`src/rtl/mpc_pkg.sv`:
```
package mpc_pkg;

   typedef enum logic [2:0] {
      ST_IDLE,
      ST_WRITE,
      ST_RD_REQ,
      ST_RD_WAIT,
      ST_STATUS,
      ST_DONE
   } mpc_state_e;

   // Test word for a 6-bit index: bits [5:4] pick the value pair,
   // bit 1 picks the second value, bit 3 (odd group) swaps the choice.
   function automatic logic [31:0] mpc_pattern(input logic [5:0] idx);
      logic [31:0] first;
      case (idx[5:4])
         2'd0:    first = 32'h0000_0000;
         2'd1:    first = 32'hAAAA_AAAA;
         2'd2:    first = 32'hA5A5_A5A5;
         default: first = 32'hAA55_AA55;
      endcase
      return first ^ {32{idx[1] ^ idx[3]}};
   endfunction

endpackage

```
`src/rtl/mpc_sequencer.sv`:
```
module mpc_sequencer #(
   parameter int NUM_WORDS = 64,
   parameter int NUM_READS = 2,
   parameter int IDX_W     = 6
) (
   input  logic             clk,
   input  logic             rst_n,
   input  logic             start,
   input  logic             mem_ready,
   input  logic             mem_rvalid,
   output logic [IDX_W-1:0] idx_o,
   output logic             req_o,
   output logic             we_o,
   output logic             clr_o,
   output logic             cmp_en_o,
   output logic             stat_en_o,
   output logic             done_o
);
   import mpc_pkg::*;

   localparam int RCNT_W = (NUM_READS > 1) ? $clog2(NUM_READS) : 1;

   mpc_state_e       state;
   logic [IDX_W-1:0] idx;
   logic             idx_last;
   logic             rd_last;
   logic             rd_step;

   assign idx_last  = (idx == IDX_W'(NUM_WORDS - 1));
   assign rd_step   = (state == ST_RD_WAIT) && mem_rvalid;
   assign clr_o     = (state == ST_IDLE) && start;
   assign req_o     = (state == ST_WRITE) || (state == ST_RD_REQ);
   assign we_o      = (state == ST_WRITE);
   assign cmp_en_o  = rd_step;
   assign stat_en_o = (state == ST_STATUS);
   assign done_o    = (state == ST_DONE);
   assign idx_o     = idx;

   generate
      if (NUM_READS > 1) begin : g_multi_read
         logic [RCNT_W-1:0] rcnt;
         always_ff @(posedge clk or negedge rst_n) begin
            if (!rst_n)       rcnt <= '0;
            else if (clr_o)   rcnt <= '0;
            else if (rd_step) rcnt <= rd_last ? '0 : rcnt + 1'b1;
         end
         assign rd_last = (rcnt == RCNT_W'(NUM_READS - 1));
      end else begin : g_single_read
         assign rd_last = 1'b1;
      end
   endgenerate

   always_ff @(posedge clk or negedge rst_n) begin
      if (!rst_n) begin
         state <= ST_IDLE;
         idx   <= '0;
      end else begin
         case (state)
            ST_IDLE: if (start) begin
               state <= ST_WRITE;
               idx   <= '0;
            end
            ST_WRITE: if (mem_ready) begin
               if (idx_last) begin
                  idx   <= '0;
                  state <= ST_RD_REQ;
               end else begin
                  idx <= idx + 1'b1;
               end
            end
            ST_RD_REQ: if (mem_ready) state <= ST_RD_WAIT;
            ST_RD_WAIT: if (mem_rvalid) begin
               if (!rd_last) begin
                  state <= ST_RD_REQ;
               end else if (idx_last) begin
                  state <= ST_STATUS;
               end else begin
                  idx   <= idx + 1'b1;
                  state <= ST_RD_REQ;
               end
            end
            ST_STATUS: state <= ST_DONE;
            ST_DONE:   state <= ST_IDLE;
            default:   state <= ST_IDLE;
         endcase
      end
   end

endmodule

```
`config.mk`:
```
export PLATFORM = sky130hd
export DESIGN_NAME = mpc_sequencer
export DESIGN_NICKNAME = d
export VERILOG_FILES = /design/src/rtl/mpc_pkg.sv /design/src/rtl/mpc_sequencer.sv
export SDC_FILE = /design/constraint.sdc
export NUM_CORES = 1
export LEC_CHECK = 0
export ABC_CLOCK_PERIOD_IN_PS = 1500
export BUFFER_PORTS_ARGS = -buffer_cell sky130_fd_sc_hd__buf_2
export CAP_MARGIN = 20
export CORE_AREA = 2 2 42 44
export DETAILED_ROUTE_END_ITERATION = 8
export DIE_AREA = 0 0 44 46
export PLACE_DENSITY = 0.75
export SKIP_CTS_REPAIR_TIMING = 1
export SYNTH_ARGS = -nofsm -noshare
export SYNTH_HDL_FRONTEND = slang
export SYNTH_SLANG_ARGS = --single-unit
```
`constraint.sdc`:
```
create_clock -name clk -period 1.5 [get_ports clk]
set_input_delay 0.3 -clock clk [delete_from_list [all_inputs] [get_ports clk]]
set_output_delay 0.3 -clock clk [all_outputs]
set_load 0.01 [all_outputs]
```
* Word level (Yosys, flattened, before mapping)
Index checks and enable logic that the tools add are counted.
** Storage, ports and cells
- Flip-flop bits (word level) :: 10
- Word-level logic and storage cells :: 44
** Operators by class
- $add $sub $neg :: 2
- Eq/ne operators :: 13
- Multiplexer cells :: 18
- Reduce and logical (&&, ||, !) cells :: 8
** Operators by type and width (count)
- $mux W6 :: 6
- $mux W3 :: 7
- $pmux W6 S3 :: 1
- $pmux W3 S5 :: 1
- $ne A2 B2 Y1 const B :: 6
- $add A6 B1 Y6 const B :: 1
- $eq A3 B2 Y1 const B :: 2
- $eq A3 B3 Y1 const B :: 2
- $eq A6 B6 Y1 const B :: 1
- $reduce_and A6 Y1 :: 1
- $reduce_and A5 Y1 :: 1
- $eq A3 B1 Y1 const B :: 1
- $logic_not A3 Y1 :: 1
- $mux W1 :: 3
- $reduce_bool A3 Y1 :: 1
- $logic_and A1 B1 Y1 :: 2
- $ne A2 B1 Y1 const B :: 1
- $reduce_bool A2 Y1 :: 1
- $add A1 B1 Y1 const B :: 1
- $logic_or A1 B1 Y1 :: 1

* Logic depth before layout (Yosys ltp)
- Depth in word-level cells :: 5
- Gate-level depth with buffers :: 5
- Gate-level depth less buffers :: 5

* Worst setup path after synthesis
OpenSTA, ideal clock, no wires.
- Path type :: register to register
- From :: register idx[0] (netlist: idx_o[0])
- To :: register idx[1] (netlist: idx_o[1])
- Library setup time :: 0.079 ns
- Arrival :: 1.455 ns
- Required time :: 1.421 ns
- Slack :: -0.034 ns
- Cell stages (with the launch flop) :: 6
- Buffers on the path :: 0
- Clock period less this slack :: 1.534 ns
- Cells stage by stage :: dfrtp_1 ha_1 nand3_1 o21ai_0 a32oi_4 mux2i_1
** On the way
- Longest elaborated chain between the ends :: 5
- Elaborated cells between the ends (all ways) :: 10
- Classes of those cells :: add/sub (1); eq/ne (2); mux (6); reduce/logical (1)
** RTL lines
- from (decl) :: line mpc_sequencer.sv:24 : logic [IDX_W-1:0] idx;
- from (signal assigned) :: line mpc_sequencer.sv:68 : idx <= idx + 1'b1;
- from (signal assigned) :: line mpc_sequencer.sv:78 : idx <= idx + 1'b1;
- $add A6 B1 Y6 :: line mpc_sequencer.sv:68, mpc_sequencer.sv:78
- $mux W6 :: line mpc_sequencer.sv:75 : end else if (idx_last) begin
- $mux W6 :: line mpc_sequencer.sv:73 : if (!rd_last) begin
- $mux W6 :: line mpc_sequencer.sv:72 : ST_RD_WAIT: if (mem_rvalid) begin
- $pmux W6 S3 :: line mpc_sequencer.sv:58 : case (state)
Parallel ways exist; a longest one is shown, timed or not. The select of a mux whose other input is x is not followed.
A chain may end at the register's enable or synchronous reset.

* Worst setup path in the final report
- From :: register state[0]
- To :: register idx[1] (netlist: idx_o[1])
** On the way
- Longest elaborated chain between the ends :: 3
- Elaborated cells between the ends (all ways) :: 11
- Classes of those cells :: eq/ne (7); mux (1); reduce/logical (3)
** RTL lines
- from (decl) :: line mpc_sequencer.sv:23 : mpc_state_e state;
- from (signal assigned) :: line mpc_sequencer.sv:55 : state <= ST_IDLE;
- from (signal assigned) :: line mpc_sequencer.sv:60 : state <= ST_WRITE;
- from (signal assigned) :: line mpc_sequencer.sv:66 : state <= ST_RD_REQ;
- $eq A3 B2 Y1 (tied with other cells) :: line mpc_sequencer.sv:58
- $ne A2 B2 Y1 (no source line) / $reduce_bool A3 Y1 (equally long branches)
- $reduce_and A6 Y1 (no source line)
Parallel ways exist; a longest one is shown, timed or not.

==> results.py <==
metrics = {
    "status": {
        "outcome": "complete, but fails checks",
        "violations": "setup timing",
    },
    "critical_path": {
        "crit_fanout": 6,
        "r2r_slack_ns": -0.08,
        "critPathRequiredTime_ns": 1.70,
        "startpoint_type": "register",
        "cp.arrival_ns": 1.78,
        "end_kind": "register",
        "path_class": "reg2reg",
    },
    "synthesis": {
        "synth.avg_cell_area_um2": 9.34,
        "yosysWarningCount": 0,
        "synth_xor_area_share_pct": 3.96,
        "synth_top_family_by_area": "simple AND/OR/NAND/NOR gates",
        "synth_cell_types": 30,
        "synth_compound_area_share_pct": 18.9,
        "ys_seq_area_share_pct": 37.7,
        "synthAdderAreaFrac_pct": 1.89,
        "synth-simple-area-share_pct": 24.5,
        "synthCells": 71,
        "yosys_register_bits": 10,
        "synth_mux_area_share_pct": 7.55,
        "synth_area_um2": 663,
        "syn-num-nets": 77,
    },
    "sta": {
        "fmax_mhz": 632,
        "fin_ws_ns": -0.0810,
        "rsz0062_at_grt": "yes",
        "whs_ns": 0.321,
        "skew_ns": 0.00511,
        "min_period_ns": 1.58,
        "setup_viol": 12,
        "fin_crit_sh_pct": 105,
        "relSlewSlack_pct": 80.4,
        "finalHoldViolCount": 0,
        "slew_violations": 0,
        "worst_slew_pin_slew_ns": 0.294,
    },
    "routing": {
        "first_pass_iters": 4,
        "vias": 707,
        "top_layer_used": "met4",
        "wl_um": 2020,
        "viasPerCell": 5.66,
        "first_iter_violations": 27,
        "wire_per_inst_um": 16.2,
        "drtAntennaViolNets": 0,
        "wl_met3_um": 115,
        "met2WireLength_um": 1010,
        "wl_met1_um": 860,
        "drc": 0,
    },
    "pwr": {
        "p_sw_share_pct": 41.1,
        "power_frac_seq_pct": 29.4,
        "intPower_mw": 1.02,
        "clkPwrFrac_pct": 14.8,
        "pwr_density_cell_nw_per_um2": 1710,
        "p_sw_mw": 0.714,
        "power_mw": 1.74,
        "ir_worst_vdd_mv": 0.793,
        "pwr-share-comb_pct": 55.8,
        "p_leak_nw": 0.509,
    },
    "finish": {
        "n_antenna_cell": 0,
        "nFillCells": 145,
        "fin_cells": 125,
        "nets": 115,
        "drive_above_1_share_pct": 48.1,
        "final_cell_mix": "buf_2 (15), buf_4 (15), dfrtp_1 (7)",
        "syn_to_final_growth_pct": 52.6,
        "design_area_um2": 1010,
    },
    "grt": {
        "track_usage_pct": 18.2,
        "grt_max_degree": 11,
        "grt_antenna_before_repair": 0,
        "grt_overflow": 0,
        "grt_pass1_vias": 574,
        "grt_pass1_wl_um": 2640,
    },
    "floorplan": {
        "ioPinCount": 17,
        "die_h_um": 46,
        "die_x_um": 44,
        "rows": 15,
        "start_util_pct": 41.1,
        "die_area_um2": 2020,
        "core_um2": 1610,
    },
    "clocking": {
        "clk_path_buf_depth": 2,
        "clockRootBuffer": "clkbuf_4",
        "cts_tree": "built",
        "insertion_delay_ns": 0.27,
        "numCtsBuffers": 3,
        "htreeDepth": 1,
        "clock-sinks": 10,
        "clk_transition_reported_paths_ns": 0.08,
    },
    "placement": {
        "dpl_cell_area_um2": 822,
        "dpl.cell_count": 111,
        "hpwl_um": 1220,
        "io_buffers": 16,
        "routabilityCongestion": 0.826,
    },
    "flow_run": {
        "cap_viol_max_count": 0,
    },
    "hold_path": {
        "holdCritPathClass": "in2reg",
    },
}
sequential cells by signal, summed over array words and instances, names as in the netlist:
register / flops
g_multi_read.rcnt: 1
idx_o: 6
state: 3
layer usage:
metal | vias to the layer above | global-route usage [%]
li1 | 330 | -
met1 | 346 | 24.6
met2 | 27 | 27.6
met3 | 4 | 5.95
met4 | 0 | 5.45
met5 | - | 0
metrics by stage:
stage	utilization (%)	worst slack (ns)	setup TNS [ns]
2_1_floorplan	-	0.0240	0
3_3_place_gp	50.9	0.0494	0
3_5_place_dp	50.9	0.00768	0
4_1_cts	53.2	-0.172	-0.578
5_1_grt	62.7	-0.139	-1.05
6_report	62.7	-0.0810	-0.525
power by group through the flow:
| stage | registers (mW) | logic, mW | clock network [mW] |
|---|---|---|---|
| 2_1_floorplan | 0.495 | 0.468 | 0 |
| 3_3_place_gp | 0.473 | 0.770 | 0 |
| 3_5_place_dp | 0.478 | 0.787 | 0 |
| 4_1_cts | 0.477 | 0.790 | 0.257 |
| 5_1_grt | 0.526 | 1.04 | 0.272 |
| 6_report | 0.511 | 0.968 | 0.257 |
synth_stat cells:
cell type	count	area, um^2
dfrtp_1	10	250
a21oi_1	6	30.0
nand3_1	6	30.0
inv_1	5	18.8
mux2i_1	5	50.1
nand2_1	4	15.0
nor2_1	4	15.0
and3_1	3	18.8
buf_2	2	10.0
nand2b_1	2	12.5
nand3b_1	2	15.0
nor2b_1	2	12.5
o211ai_1	2	15.0
xnor2_1	2	17.5
a31o_2	1	8.76
a31oi_1	1	6.26
a32oi_4	1	27.5
a41o_1	1	10.0
buf_4	1	7.51
ha_1	1	12.5
nand3_2	1	10.0
nand4_1	1	6.26
nor3b_1	1	7.51
nor4b_1	1	8.76
o21a_1	1	7.51
o21ai_0	1	5.00
o22ai_1	1	6.26
o31a_1	1	8.76
or3_4	1	11.3
xor2_1	1	8.76
worst max-delay path: stages (launching register included):
cell	delay [ns]
dfrtp_2	0.49
mux2i_1	0.16
or3_4	0.36
a32oi_4	0.27
mux2i_1	0.22
layout make-up:
| cell class | count | area, um^2 | share of cell area [%] |
|---|---|---|---|
| clock buffers | 4 | 36.3 | 3.58 |
| inverters | 5 | 18.8 | 1.85 |
| multi-input cells | 53 | 428 | 42.3 |
| flip-flops and latches | 10 | 254 | 25.1 |
| well taps | 17 | 21.3 | 2.10 |
| repair buffers | 36 | 254 | 25.1 |
worst paths after layout:
check / to / start / cells after the start
max: idx_o[1] / state[0] / 4
min: state[1] / mem_ready / 3
max reg2reg: idx_o[1] / state[0] / 4
min reg2reg: idx_o[1] / idx_o[1] / 2
max in group asynchronous: state[2] / rst_n / 2
min in group asynchronous: state[1] / rst_n / 2
cells by family (layout without fill, tap and decap cells):
logic type / after synthesis / after routing
AOI/OAI and AO/OA: 16 / 16
xor gates and xnor gates: 3 / 3
adders and majority gates: 1 / 1
buffers and inverters: 8 / 45
DFF: 10 / 10
muxes: 5 / 5
and+or+nand+nor: 28 / 28
Note: power is estimated with default switching activity, not from simulation.
